**src/rtl/kbd_rx_pkg.sv**
```systemverilog
package kbd_rx_pkg;
  localparam int          CODE_W     = 8;
  localparam int          FRAME_BITS = 11;
  localparam int          BITCNT_W   = $clog2(FRAME_BITS);
  localparam logic [7:0]  REL_PREFIX = 8'hF0;
  typedef logic [CODE_W-1:0] code_t;
endpackage

```
**src/rtl/kbd_line_sync.sv**
```systemverilog
module kbd_line_sync #(
  parameter int SYNC_STAGES = 2,
  parameter int FILT_LEN    = 8
) (
  input  logic clk,
  input  logic rst,
  input  logic line_i,
  output logic line_o
);
  localparam int CW = $clog2(FILT_LEN + 1);

  logic [SYNC_STAGES-1:0] sync_q;
  logic [CW-1:0]          stab_cnt;
  logic                   filt_q;

  // Filtered level follows the synchronized line only after FILT_LEN
  // consecutive cycles of disagreement.
  always_ff @(posedge clk) begin
    if (rst) begin
      sync_q   <= '1;
      stab_cnt <= '0;
      filt_q   <= 1'b1;
    end else begin
      sync_q <= {sync_q[SYNC_STAGES-2:0], line_i};
      if (sync_q[SYNC_STAGES-1] != filt_q) begin
        if (stab_cnt == CW'(FILT_LEN - 1)) begin
          filt_q   <= sync_q[SYNC_STAGES-1];
          stab_cnt <= '0;
        end else begin
          stab_cnt <= stab_cnt + 1'b1;
        end
      end else begin
        stab_cnt <= '0;
      end
    end
  end

  assign line_o = filt_q;
endmodule

```
**src/rtl/kbd_frame_rx.sv**
```systemverilog
module kbd_frame_rx
  import kbd_rx_pkg::*;
#(
  parameter int TIMEOUT_CYC = 200000
) (
  input  logic  clk,
  input  logic  rst,
  input  logic  kclk_i,
  input  logic  kdat_i,
  output code_t byte_o,
  output logic  byte_vld_o,
  output logic  err_o
);
  localparam int TW = $clog2(TIMEOUT_CYC + 1);

  logic                kclk_d;
  logic                fall;
  logic [BITCNT_W-1:0] bit_cnt;
  logic [TW-1:0]       idle_tmr;
  code_t               shreg;

  assign fall = kclk_d & ~kclk_i;

  always_ff @(posedge clk) begin
    if (rst) begin
      kclk_d     <= 1'b1;
      bit_cnt    <= '0;
      idle_tmr   <= '0;
      shreg      <= '0;
      byte_o     <= '0;
      byte_vld_o <= 1'b0;
      err_o      <= 1'b0;
    end else begin
      kclk_d     <= kclk_i;
      byte_vld_o <= 1'b0;
      err_o      <= 1'b0;
      if (fall) begin
        idle_tmr <= '0;
        if (bit_cnt == '0) begin
          if (!kdat_i) bit_cnt <= BITCNT_W'(1);
          else         err_o   <= 1'b1;
        end else if (bit_cnt <= BITCNT_W'(CODE_W)) begin
          shreg   <= {kdat_i, shreg[CODE_W-1:1]};
          bit_cnt <= bit_cnt + 1'b1;
        end else if (bit_cnt == BITCNT_W'(FRAME_BITS - 2)) begin
          bit_cnt <= bit_cnt + 1'b1;          // parity slot, value unused
        end else begin
          bit_cnt <= '0;
          if (kdat_i) begin
            byte_o     <= shreg;
            byte_vld_o <= 1'b1;
          end else begin
            err_o <= 1'b1;
          end
        end
      end else if (bit_cnt != '0) begin
        if (idle_tmr == TW'(TIMEOUT_CYC - 1)) begin
          bit_cnt  <= '0;
          idle_tmr <= '0;
        end else begin
          idle_tmr <= idle_tmr + 1'b1;
        end
      end else begin
        idle_tmr <= '0;
      end
    end
  end
endmodule

```
**src/rtl/kbd_break_filter.sv**
```systemverilog
module kbd_break_filter
  import kbd_rx_pkg::*;
(
  input  logic  clk,
  input  logic  rst,
  input  code_t byte_i,
  input  logic  byte_vld_i,
  output code_t code_o,
  output logic  code_vld_o
);
  logic rel_pend;

  always_ff @(posedge clk) begin
    if (rst) begin
      rel_pend   <= 1'b0;
      code_o     <= '0;
      code_vld_o <= 1'b0;
    end else begin
      code_vld_o <= 1'b0;
      if (byte_vld_i) begin
        if (byte_i == REL_PREFIX) begin
          rel_pend <= 1'b1;
        end else if (rel_pend) begin
          rel_pend <= 1'b0;
        end else begin
          code_o     <= byte_i;
          code_vld_o <= 1'b1;
        end
      end
    end
  end
endmodule

```
**src/rtl/kbd_scan_rx.sv**
```systemverilog
module kbd_scan_rx
  import kbd_rx_pkg::*;
#(
  parameter int SYNC_STAGES = 2,
  parameter int FILT_LEN    = 8,
  parameter int TIMEOUT_CYC = 200000
) (
  input  logic       clk,
  input  logic       rst,
  input  logic       kbd_clk,
  input  logic       kbd_dat,
  output logic [7:0] scan_code,
  output logic       scan_vld,
  output logic       frame_err
);
  logic [1:0] raw_lines;
  logic [1:0] clean_lines;
  code_t      rx_byte;
  logic       rx_vld;

  assign raw_lines = {kbd_dat, kbd_clk};

  for (genvar g = 0; g < 2; g++) begin : g_line
    kbd_line_sync #(.SYNC_STAGES(SYNC_STAGES), .FILT_LEN(FILT_LEN)) u_sync (
      .clk(clk), .rst(rst), .line_i(raw_lines[g]), .line_o(clean_lines[g])
    );
  end

  kbd_frame_rx #(.TIMEOUT_CYC(TIMEOUT_CYC)) u_frame (
    .clk(clk), .rst(rst),
    .kclk_i(clean_lines[0]), .kdat_i(clean_lines[1]),
    .byte_o(rx_byte), .byte_vld_o(rx_vld), .err_o(frame_err)
  );

  kbd_break_filter u_brk (
    .clk(clk), .rst(rst),
    .byte_i(rx_byte), .byte_vld_i(rx_vld),
    .code_o(scan_code), .code_vld_o(scan_vld)
  );
endmodule

```
**config.mk**
```make
export PLATFORM = sky130hd
export DESIGN_NAME = kbd_scan_rx
export DESIGN_NICKNAME = d
export VERILOG_FILES = /design/src/rtl/kbd_rx_pkg.sv /design/src/rtl/kbd_line_sync.sv /design/src/rtl/kbd_frame_rx.sv /design/src/rtl/kbd_break_filter.sv /design/src/rtl/kbd_scan_rx.sv
export SDC_FILE = /design/constraint.sdc
export NUM_CORES = 1
export LEC_CHECK = 0
export BUFFER_PORTS_ARGS = -buffer_cell sky130_fd_sc_hd__buf_2
export CAP_MARGIN = 20
export CORE_MARGIN = 10
export CORE_UTILIZATION = 64
export CTS_CLUSTER_DIAMETER = 100
export DETAILED_ROUTE_END_ITERATION = 8
export GPL_ROUTABILITY_DRIVEN = 0
export PLACE_DENSITY = 0.82
export SYNTH_ARGS = -nofsm -noshare
export SYNTH_HDL_FRONTEND = slang
export SYNTH_SLANG_ARGS = --single-unit
```
**constraint.sdc**
```tcl
create_clock -name clk -period 4.1 [get_ports clk]
set_clock_uncertainty 0.2 [all_clocks]
set_input_delay 0 -clock clk [delete_from_list [all_inputs] [get_ports clk]]
set_output_delay 0 -clock clk [all_outputs]
set_load 0.02 [all_outputs]
```
==> results.rst, run 1 <==
.. list-table::
   :header-rows: 1

   * - Metric
     - Value
   * - Aggregate routed wire length
     - ~4700 µm
   * - Die H
     - about 84 µm
   * - Rel. slew slack
     - 0.502
   * - Detailed Routing Iterations Pass 1
     - 4
   * - 1st-iter DRT viols
     - 112
   * - Worst Hold Path EP
     - g_line[1].u_sync.sync_q[0]$_SDFF_PP1_
   * - Number of diodes added for antenna fixing
     - 0
   * - Worst setup path start
     - u_frame.bit_cnt[0]$_SDFFE_PP0P_
   * - Top cells by area in the synthesized netlist
     - sky130_fd_sc_hd__dfxtp_1 49%, sky130_fd_sc_hd__nor2_1 6.1%, sky130_fd_sc_hd__xnor2_1 4.9%, sky130_fd_sc_hd__mux2i_1 4.9%, sky130_fd_sc_hd__a21oi_1 3.4%
   * - Starting density of the core
     - 0.665
   * - Worst reg-to-reg setup slack
     - ~1900 ps
   * - Number of global-route vias before repair
     - 1953
   * - Maximum fanout encountered on the critical timing path
     - 9
   * - Final critical-path share of the clock period
     - 0.540
   * - Outcome
     - finished, final reports clean
   * - Remaining Overflow, GRT
     - 0
   * - Compound-gate portion of the synthesized area
     - 0.106
   * - Post-synthesis cell type with the largest combined area
     - sky130_fd_sc_hd__dfxtp_1
   * - Pin count of the biggest net entering global routing
     - 44
   * - Sequential fraction of the synthesis area
     - 0.489
   * - Power density over the cells
     - 417 nW/µm²
   * - Unique cell type count in the Yosys netlist
     - 42
   * - Worst Hold Depth
     - 3
   * - Share of the synthesized area in the top cell type
     - 0.489
   * - Area added between synthesis and finish
     - 12.7%
   * - Post-DP HPWL
     - between 3000 and 4000 µm
   * - Post-Synth Adder-Cell Area
     - 0.0282
   * - Chain of cells forming the critical path
     - inv_1 > ha_1 > o21bai_1 > nand4_1 > mux2i_1 > nor2_1
   * - Fmax
     - approximately 450 MHz
   * - End of the worst register-to-register path
     - u_frame.byte_o[5]$_SDFFE_PP0P_
   * - # H-tree levels
     - 3
   * - Cell at the root of the clock tree
     - sky130_fd_sc_hd__clkbuf_8
   * - Number of antenna violations at the first check in global routing
     - 0
   * - End-of-flow core utilization
     - 0.749
   * - Post-detailed-route DRC marker count
     - 0
   * - Count of filler cells inserted in the layout
     - about 290
   * - Clock tree from TritonCTS
     - built
   * - Post-synthesis xor/xnor area fraction
     - 0.0659
   * - Worst setup path category
     - register to register
   * - Crit path capture type
     - register
   * - Cell with the largest stage delay on the worst path
     - sky130_fd_sc_hd__nand4_1
   * - Vias per std cell
     - 5.52
   * - Clock buffer count from CTS
     - 9
   * - Number of buffers and inverters on the critical path
     - 1
   * - Final setup fails
     - 0
   * - Mapped Nets
     - around 300
   * - Worst hold path class
     - input port to register
   * - Clk sinks
     - 65
   * - Port Buf Inserts
     - 13
   * - Ys async rst share
     - 0
   * - Share of cell area taken by muxes after synthesis
     - 0.0489
   * - Placement row count
     - 23
   * - Post-Synth Simple-Gate Area
     - 0.233
   * - Overall via count from detail_route
     - 2009
   * - GRT Total Usage
     - 0.135
   * - Final total negative setup slack
     - 0 ps
   * - Worst-Skew Late Latency
     - 330 ps
   * - FF/Latch Area
     - 1300 µm²
   * - Main combinational cell family by area after synthesis
     - simple AND/OR/NAND/NOR gates
   * - Clock-pin slew of the registers on the worst-case setup and hold paths
     - roughly 60 ps
   * - Nets
     - 319
   * - Flip-flop and latch count after synthesis
     - 65
   * - Hold path startpoint
     - kbd_dat
   * - Placeable core area
     - 4000 µm²
   * - Cell count after synthesis
     - 291
   * - # IOs
     - 14
   * - Number of setup buffers added after CTS
     - 0
   * - Yosys warning count
     - 0
   * - Wire length of the first global-routing pass
     - just over 8000 µm
   * - Routed Antenna Nets
     - 0
   * - Commonest register cell after synthesis
     - sky130_fd_sc_hd__dfxtp_1
   * - Biggest cell delay along the critical path
     - 540 ps
   * - Final slew viol count
     - 0
   * - Endpoints failing hold
     - 0
   * - Max-cap violations
     - 0
   * - Mean instance size in the synthesized netlist
     - about 9.1 µm²
   * - Longest Clk Path Bufs
     - 2
   * - Die extent in x
     - 84.5 µm
   * - Unrepaired setup endpoints after global routing
     - no
   * - Post-synth design cell area
     - 2660 µm²
   * - Critical Path RT
     - between 4000 and 5000 ps
   * - Peak supply drop
     - 0.338 mV
   * - Fraction of final layout cells sized beyond drive strength 1
     - 0.115
   * - Cell type group with the largest total delay on the critical path
     - simple AND/OR/NAND/NOR gates
   * - Worst reg2reg path depth
     - 6
   * - Fin crit period
     - ~2200 ps
   * - Setup crit start kind
     - register
   * - Area of the multi-input gates
     - 1280 µm²
   * - Average routed wire per standard cell
     - 12.9 µm
   * - CP arrival
     - about 2200 ps
   * - R2r startpoint
     - u_frame.bit_cnt[0]$_SDFFE_PP0P_
   * - Pleak
     - 1.14 nW
   * - Number of enable-type register cells in the synthesized netlist
     - 0
   * - Area of the die
     - about 7100 µm²
   * - Worst Tran Pin Value
     - 745 ps
per-layer routing:
layer,global-route usage,vias to the layer above,wire length (µm)
li1,-,1042,-
met1,0.141,925,2150
met2,0.227,29,2250
met3,0.0512,13,204
met4,0.0793,0,104
met5,0,-,0
worst reg2reg max path, cell delays in order, from the launching register on:
cell and delay (ps):
sky130_fd_sc_hd__dfxtp_1 420, sky130_fd_sc_hd__inv_1 70, sky130_fd_sc_hd__ha_1 210, sky130_fd_sc_hd__o21bai_1 250, sky130_fd_sc_hd__nand4_1 540, sky130_fd_sc_hd__mux2i_1 330, sky130_fd_sc_hd__nor2_1 60
power breakdown:
| part | leakage (nW) | switching (mW) | internal (mW) |
|---|---|---|---|
| Sequential | 0.525 | 0.00116 | 0.634 |
| Combinational | 0.507 | 0.00776 | 0.00542 |
| Clock | 0.111 | 0.225 | 0.377 |
cells in the final DEF, fill, tap and decap left out, drive strengths merged, types with 4 or more instances in the layout:
cell / count
dfxtp: 65
nor2: 43
nand2: 19
a21oi: 18
nand3: 16
xnor2: 15
o21ai: 15
clkbuf: 14
mux2i: 13
buf: 13
inv: 9
or2: 6
nand4: 6
ha: 6
or3: 6
xor2: 5
nor3: 5
nor2b: 5
nor4: 4
layout make-up:
type	instances	area share
repair buffers	16	0.0317
flip-flops and latches	65	0.434
multi-input cells	208	0.428
well taps	50	0.0209
clock inverters	2	0.0200
inverters	9	0.0113
clock buffers	14	0.0543
Yosys cell counts (3+ instances only):
cell type	number
sky130_fd_sc_hd__xnor2_1	15
sky130_fd_sc_hd__nor2_1	43
sky130_fd_sc_hd__nor2b_1	5
sky130_fd_sc_hd__clkbuf_1	7
sky130_fd_sc_hd__o21ai_0	13
sky130_fd_sc_hd__inv_1	9
sky130_fd_sc_hd__dfxtp_1	65
sky130_fd_sc_hd__nor3_1	5
sky130_fd_sc_hd__nand4_1	6
sky130_fd_sc_hd__mux2i_1	13
sky130_fd_sc_hd__nand3_1	16
sky130_fd_sc_hd__a21oi_1	18
sky130_fd_sc_hd__ha_1	6
sky130_fd_sc_hd__or2_2	6
sky130_fd_sc_hd__nor4_1	4
sky130_fd_sc_hd__or3_1	5
sky130_fd_sc_hd__nand2b_1	3
sky130_fd_sc_hd__xor2_1	5
sky130_fd_sc_hd__nand2_1	19
cell families after synthesis:
| kind of cell | Yosys count |
|---|---|
| fa+ha+maj | 6 |
| xor+xnor | 20 |
| mux | 13 |
| buf+inv | 18 |
| compound gates | 45 |
| flops | 65 |
| simple gates | 124 |
what timing repair did:
action                     4_1_cts  5_1_grt
hold buffers                     3        0
resized for setup                0        0
setup endpoints to repair        0        0
hold endpoints to repair        11        0
worst max-delay path by stage:
| stage | slack (ps) | to | depth (start not counted) |
|---|---|---|---|
| floorplan | 2140 | u_frame.idle_tmr[10]$_SDFF_PP0_ | 5 |
| global placement | 1920 | u_frame.idle_tmr[17]$_SDFF_PP0_ | 4 |
| detailed placement | 1870 | u_frame.byte_o[0]$_SDFFE_PP0P_ | 6 |
| CTS | 1880 | u_frame.idle_tmr[17]$_SDFF_PP0_ | 4 |
| global route | 1660 | u_frame.byte_o[0]$_SDFFE_PP0P_ | 6 |
| finish | 1880 | u_frame.byte_o[5]$_SDFFE_PP0P_ | 6 |
flip-flops by register name, summed over array words and instances, names as in the netlist:
signal and flops:
u_frame.kclk_d 1, u_brk.code_o 8, u_frame.err_o 1, u_frame.byte_o 8
u_frame.byte_vld_o 1, u_frame.idle_tmr 18, u_brk.rel_pend 1, g_line.u_sync.line_o 2
g_line.u_sync.sync_q 4, g_line.u_sync.stab_cnt 8, u_frame.shreg 8, u_brk.code_vld_o 1
u_frame.bit_cnt 4
through the flow:
step / hold WS, ps / worst slack [ps] / instance area, µm² / instances / power, mW
CTS: 180 / 1880 / 3000 / 364 / 1.26
floorplan: -96.2 / 2140 / 2660 / 291 / 0.657
finish: 194 / 1880 / 3000 / 364 / 1.25
global placement: -17.6 / 1920 / 2750 / 345 / 0.660
detailed placement: -10.3 / 1870 / 2750 / 345 / 0.660
global route: 190 / 1660 / 3000 / 364 / 1.29
Power figures use the tool's default switching activity.
==> run 2, diff against run 1 <==
--- a/config.mk
+++ b/config.mk
@@ -8,11 +8,11 @@
 export BUFFER_PORTS_ARGS = -buffer_cell sky130_fd_sc_hd__buf_2
 export CAP_MARGIN = 20
 export CORE_MARGIN = 10
-export CORE_UTILIZATION = 64
+export CORE_UTILIZATION = 59
 export CTS_CLUSTER_DIAMETER = 100
 export DETAILED_ROUTE_END_ITERATION = 8
 export GPL_ROUTABILITY_DRIVEN = 0
-export PLACE_DENSITY = 0.82
+export PLACE_DENSITY = 0.76
 export SYNTH_ARGS = -nofsm -noshare
 export SYNTH_HDL_FRONTEND = slang
 export SYNTH_SLANG_ARGS = --single-unit
==> constraint.sdc (replaced) <==
create_clock -name clk -period 2.25 [get_ports clk]
set_clock_uncertainty 0.2 [all_clocks]
set_input_delay 0 -clock clk [delete_from_list [all_inputs] [get_ports clk]]
set_output_delay 0 -clock clk [all_outputs]
set_load 0.02 [all_outputs]
==> run 2 against run 1 <==
Final area up 3.2%. Combinational power is 120% higher. Critical path type unchanged. Wire length rose by 3.4%. Critical path depth shrank 1. Global-route usage increased by 0.49 points. Clock-buffer cell count fell by 1. Largest cell class unchanged. Via count rose by 1.2%. Register-to-register slack worse by 1800 ps.
==> results.rst, run 2 (synthesis gave the netlist of run 1 again) <==
.. list-table::
   :header-rows: 1

   * - Metric
     - Value
   * - Outcome
     - finished, final reports clean
   * - Capture point of the critical path
     - u_frame.idle_tmr[6]$_SDFF_PP0_
   * - Final slew viol count
     - 0
   * - Most common library cell in the layout ignoring fill and taps
     - sky130_fd_sc_hd__dfxtp_1
   * - Die H
     - 87.1 µm
   * - Critical Path RT
     - 2280 ps
   * - Die extent in x
     - around 87 µm
   * - Final setup fails
     - 0
   * - End of the worst register-to-register path
     - u_frame.idle_tmr[6]$_SDFF_PP0_
   * - Starting density of the core
     - 0.611
   * - Worst-Skew Late Latency
     - 330 ps
   * - Clock network fraction of design power
     - 0.487
   * - Clock tree from TritonCTS
     - built
   * - Chain of cells forming the critical path
     - or4b_1 > or3_4 > o211ai_4 > buf_12 > nor2_1
   * - R2r startpoint
     - u_frame.idle_tmr[13]$_SDFF_PP0_
   * - Register with the most flip-flops
     - u_frame.idle_tmr
   * - Detailed Routing Iterations Pass 1
     - 4
   * - Sequential group share of total power
     - 0.500
   * - 1st-iter DRT viols
     - 98
   * - Worst hold path class
     - register to register
   * - Routed Antenna Nets
     - 0
   * - Cell with the largest stage delay on the worst path
     - sky130_fd_sc_hd__or4b_1
   * - Max-cap violations
     - 0
   * - Worst Tran Pin Value
     - 491 ps
   * - Proportion of total power due to net switching
     - 0.188
   * - Worst reg-to-reg setup slack
     - 130 ps
   * - Number of global-route vias before repair
     - about 2000
   * - Number of antenna violations at the first check in global routing
     - 0
   * - Clock-pin slew of the registers on the worst-case setup and hold paths
     - 70 ps
   * - Fmax
     - ~470 MHz
   * - Internal power
     - 1.88 mW
   * - Hold path startpoint
     - g_line[1].u_sync.sync_q[0]$_SDFF_PP1_
   * - Longest Clk Path Bufs
     - 2
   * - Combinational Power Share
     - 0.013
   * - Post-DP HPWL
     - approximately 3300 µm
   * - Fraction of final layout cells sized beyond drive strength 1
     - 0.140
   * - Clk sinks
     - 65
   * - Fin crit period
     - 2120 ps
   * - Placeable core area
     - between 4000 and 5000 µm²
   * - Clock buffer count from CTS
     - 9
   * - GRT Total Usage
     - 0.140
   * - Worst setup path category
     - register to register
   * - Port Buf Inserts
     - 13
   * - Nets
     - 327
   * - Pleak
     - 1.19 nW
   * - Endpoints failing hold
     - 0
   * - DP Worst Slack
     - 113 ps
   * - Area added between synthesis and finish
     - 16.3%
   * - Overall via count from detail_route
     - between 2000 and 2500
   * - Rel. slew slack
     - 0.671
   * - Area of the die
     - 7590 µm²
   * - Final total negative setup slack
     - 0 ps
   * - # H-tree levels
     - 3
   * - Pin count of the biggest net entering global routing
     - 26
   * - End-of-flow core utilization
     - 0.711
   * - Number of diodes added for antenna fixing
     - 0
   * - Aggregate routed wire length
     - 4860 µm
   * - Maximum fanout encountered on the critical timing path
     - 10
   * - Power density over the cells
     - around 750 nW/µm²
   * - Post-detailed-route DRC marker count
     - 0
   * - Placement row count
     - 24
   * - Vias per std cell
     - ~5.5
   * - Biggest cell delay along the critical path
     - 530 ps
   * - Number of buffers and inverters on the critical path
     - 1
   * - Switching pwr
     - 0.436 mW
   * - Remaining Overflow, GRT
     - 0
   * - Average routed wire per standard cell
     - 13.0 µm
   * - CP arrival
     - 2150 ps
   * - Cell at the root of the clock tree
     - sky130_fd_sc_hd__clkbuf_8
   * - Crit path capture type
     - register
   * - Cell type group with the largest total delay on the critical path
     - simple AND/OR/NAND/NOR gates
   * - Largest register FFs
     - 18
   * - Peak supply drop
     - 0.416 mV
   * - Setup crit start kind
     - register
   * - Unrepaired setup endpoints after global routing
     - no
   * - Critical path depth in cells
     - 5
   * - Top library cells by usage in the layout, fill and taps aside
     - 65 x sky130_fd_sc_hd__dfxtp_1, 43 x sky130_fd_sc_hd__nor2_1, 19 x sky130_fd_sc_hd__nand2_1
   * - Worst setup path start
     - u_frame.idle_tmr[13]$_SDFF_PP0_
   * - Worst reg2reg path depth
     - 5
   * - Worst Setup Slack, final
     - 134 ps
   * - # IOs
     - 14
   * - Final critical-path share of the clock period
     - 0.941
   * - Number of setup buffers added after CTS
     - 0
   * - Wire length of the first global-routing pass
     - 8600 µm
## run 2: how the worst min path moves through the flow
stage,to,slack (ps),cells past startpoint
6_report,g_line[1].u_sync.sync_q[1]$_SDFF_PP1_,210,1
4_1_cts,g_line[1].u_sync.sync_q[1]$_SDFF_PP1_,210,1
2_1_floorplan,g_line[0].u_sync.sync_q[0]$_SDFF_PP1_,-100,1
3_3_place_gp,g_line[1].u_sync.sync_q[0]$_SDFF_PP1_,-20,2
3_5_place_dp,g_line[1].u_sync.sync_q[0]$_SDFF_PP1_,-10,2
5_1_grt,g_line[0].u_sync.sync_q[1]$_SDFF_PP1_,220,1
## run 2: worst reg2reg max path, delay by kind of cell, from the launching register on
kind                   cells  cell delay, ps
AO/OA/AOI/OAI              1             340
buffers and inverters      1             170
flip-flops                 1             350
AND/OR/NAND/NOR            3             950
## run 2: through the flow
step | hold WS (ps) | cells | total power [mW] | cell area, µm²
floorplan | -96.2 | 291 | 1.20 | 2660
global placement | -18.0 | 353 | 1.20 | 2810
detailed placement | -14.7 | 353 | 1.20 | 2810
CTS | 208 | 373 | 2.33 | 3080
global route | 222 | 373 | 2.38 | 3090
finish | 209 | 373 | 2.31 | 3090
## run 2: timing repair
item | in CTS | in global routing
hold buffers | 5 | 0
hold endpoints to repair | 15 | 0
endpoints found under the setup margin | 0 | 17
resized for setup | 0 | 2
## run 2: cell type report
type                            count  area [µm²]
Tap cell                           52        65.1
Sequential cell                    65        1300
Timing Repair Buffer               24         173
Multi-Input combinational cell    208        1290
Clock inverter                      2        60.1
Clock buffer                       13         169
Inverter                            9        33.8
Fill cell                         315        1260
## run 2: per-layer routing
layer	vias up	GRT usage	wire length, µm
met5	-	0	0
met4	0	0.0928	122
met3	13	0.0328	213
met2	34	0.229	2340
met1	928	0.159	2190
li1	1059	-	-
## run 2: power groups by stage
stage / registers (mW) / logic [mW] / clock network, mW
after floorplan: 1.18 / 0.0147 / 0
after global placement: 1.18 / 0.0215 / 0
after detailed placement: 1.18 / 0.0214 / 0
after CTS: 1.16 / 0.0279 / 1.15
after global routing: 1.16 / 0.0327 / 1.20
final: 1.16 / 0.0290 / 1.13
==> run 3, diff against run 2 <==
--- a/config.mk
+++ b/config.mk
@@ -12,6 +12,7 @@
 export CTS_CLUSTER_DIAMETER = 100
 export DETAILED_ROUTE_END_ITERATION = 8
 export GPL_ROUTABILITY_DRIVEN = 0
+export GPL_TIMING_DRIVEN = 0
 export PLACE_DENSITY = 0.76
 export SYNTH_ARGS = -nofsm -noshare
 export SYNTH_HDL_FRONTEND = slang
==> run 3 against run 2 <==
Clock power down 15%. Core utilization decreased by 1.8 points. Worst hold slack got worse by 27 ps. Sequential power about the same. Register-to-register slack is essentially flat. Final area down 2.6%. Critical endpoint is now u_frame.idle_tmr[13]$_SDFF_PP0_. Largest cell class unchanged.
==> results.rst, run 3 (synthesis gave the netlist of run 1 again) <==
.. list-table::
   :header-rows: 1

   * - Metric
     - Value
   * - Worst hold path class
     - input port to register
   * - Clock tree from TritonCTS
     - built
   * - Cell at the root of the clock tree
     - sky130_fd_sc_hd__clkbuf_8
   * - # H-tree levels
     - 3
   * - Overall via count from detail_route
     - 2035
   * - Filler-free cell count of the finished design
     - 375
   * - Pin count of the biggest net entering global routing
     - 11
   * - Max-cap violations
     - 0
   * - Placement row count
     - 24
   * - Cell with the largest stage delay on the worst path
     - sky130_fd_sc_hd__or4b_1
   * - Chain of cells forming the critical path
     - or4b_1 > or3_4 > o211ai_4 > buf_6 > nor2_1
   * - 1st-iter DRT viols
     - 123
   * - Port Buf Inserts
     - 13
   * - Cell type group with the largest total delay on the critical path
     - simple AND/OR/NAND/NOR gates
   * - Worst Tran Pin Value
     - 645 ps
   * - Post-detailed-route DRC marker count
     - 0
   * - Endpoints failing hold
     - 0
   * - Critical path depth in cells
     - 5
   * - Clk sinks
     - 65
   * - Aggregate routed wire length
     - 4930 µm
   * - Final critical-path share of the clock period
     - 0.946
   * - Clock-pin slew of the registers on the worst-case setup and hold paths
     - around 70 ps
   * - Post-DP HPWL
     - 3360 µm
   * - CP arrival
     - 2160 ps
   * - Most common library cell in the layout ignoring fill and taps
     - sky130_fd_sc_hd__dfxtp_1
   * - Unrepaired setup endpoints after global routing
     - no
   * - Worst setup path category
     - register to register
   * - Crit path capture type
     - register
   * - Routed Antenna Nets
     - 0
   * - Worst Hold Depth
     - 3
   * - Number of global-route vias before repair
     - ~2000
   * - Largest register FFs
     - 18
   * - Peak supply drop
     - between 0.4 and 0.5 mV
   * - Final total negative setup slack
     - 0 ps
   * - Count of filler cells inserted in the layout
     - 350
   * - Worst reg2reg path depth
     - 5
   * - Fmax
     - 470 MHz
   * - Area of the die
     - 7590 µm²
   * - Clock buffer count from CTS
     - 9
   * - Nets
     - roughly 330
   * - Die extent in x
     - 87.1 µm
   * - Biggest cell delay along the critical path
     - ~520 ps
   * - Maximum fanout encountered on the critical timing path
     - 10
   * - Power density over the cells
     - 711 nW/µm²
   * - Wire length of the first global-routing pass
     - 8830 µm
   * - Critical Path RT
     - 2280 ps
   * - Vias per std cell
     - 5.43
   * - Die H
     - 87.1 µm
   * - Area added between synthesis and finish
     - 13.3%
   * - Top library cells by usage in the layout, fill and taps aside
     - 65 x sky130_fd_sc_hd__dfxtp_1, 43 x sky130_fd_sc_hd__nor2_1, 19 x sky130_fd_sc_hd__nand2_1
   * - Number of setup buffers added after CTS
     - 0
   * - Number of buffers and inverters on the critical path
     - 1
   * - GRT Total Usage
     - 0.144
   * - Final setup fails
     - 0
   * - Outcome
     - finished, final reports clean
   * - Pleak
     - 1.15 nW
   * - Placed Cells
     - 356
   * - Final slew viol count
     - 0
   * - Worst-Skew Late Latency
     - between 300 and 400 ps
   * - Setup crit start kind
     - register
   * - Detailed Routing Iterations Pass 1
     - 4
   * - Register with the most flip-flops
     - u_frame.idle_tmr
   * - Number of diodes added for antenna fixing
     - 0
   * - Starting density of the core
     - 0.611
   * - DP Worst Slack
     - roughly 120 ps
   * - Fraction of final layout cells sized beyond drive strength 1
     - 0.121
   * - Number of antenna violations at the first check in global routing
     - 0
   * - Fin crit period
     - around 2100 ps
   * - Remaining Overflow, GRT
     - 0
   * - Rel. slew slack
     - 0.567
   * - Placeable core area
     - 4350 µm²
   * - Worst Setup Slack, final
     - 121 ps
   * - # IOs
     - 14
   * - Average routed wire per standard cell
     - 13.1 µm
   * - Longest Clk Path Bufs
     - 2
[run 3: cell count changes in the layout (fill, tap and decap cells not counted), sizes merged]
cell / delta
buf: -4
dlygate4sd3: -2
clkinv: +2
bufinv: -1
clkbuf: +7
[run 3: power breakdown]
part	total [mW]	switching, mW	leakage (nW)	internal (mW)
logic	0.0275	0.0162	0.529	0.0113
registers	1.16	0.00244	0.525	1.15
clock network	0.957	0.418	0.0974	0.540
total	2.14	0.436	1.15	1.71
[run 3: worst min-delay path, stage by stage]
cell,delay (ps)
sky130_fd_sc_hd__dlygate4sd3_1,520
sky130_fd_sc_hd__buf_2,90
sky130_fd_sc_hd__or2_2,90
[run 3: metrics by stage]
step	hold WS (ps)	cell area, µm²	utilization	power [mW]
2_1_floorplan	-96.2	2660	-	1.20
3_3_place_gp	-18.2	2790	0.641	1.21
3_5_place_dp	-8.07	2790	0.641	1.21
4_1_cts	173	3010	0.691	2.16
5_1_grt	195	3010	0.692	2.22
6_report	182	3010	0.692	2.14
[run 3: final timing paths]
check | from | to | slack [ps]
setup reg to reg | u_frame.idle_tmr[6]$_SDFF_PP0_ | u_frame.idle_tmr[13]$_SDFF_PP0_ | 120
setup / recovery | u_frame.idle_tmr[6]$_SDFF_PP0_ | u_frame.idle_tmr[13]$_SDFF_PP0_ | 120
hold reg to reg | g_line[1].u_sync.sync_q[0]$_SDFF_PP1_ | g_line[1].u_sync.sync_q[1]$_SDFF_PP1_ | 210
hold / removal | kbd_dat | g_line[1].u_sync.sync_q[0]$_SDFF_PP1_ | 180
[run 3: repair_timing]
action                                 4_1_cts  5_1_grt
endpoints found under the hold margin       19        0
hold buffers                                 3        0
resized for setup                            0        1
setup endpoints to repair                    0       20
[run 3: area by class of cell]
cell class                      count  area (µm²)  area share
Buffer                              9        42.5      0.0141
Clock inverter                      3        40.0      0.0133
Clock buffer                       13         149      0.0494
Timing Repair Buffer               16        95.1      0.0315
Tap cell                           52        65.1      0.0216
Inverter                            9        33.8      0.0112
Sequential cell                    65        1300       0.432
Multi-Input combinational cell    208        1290       0.427
[run 3: layer usage]
metal,vias to the layer above,GRT usage,wire length [µm]
li1,1058,-,-
met1,938,0.171,2290
met2,33,0.219,2330
met3,6,0.0478,241
met4,0,0.0870,69
met5,-,0,0
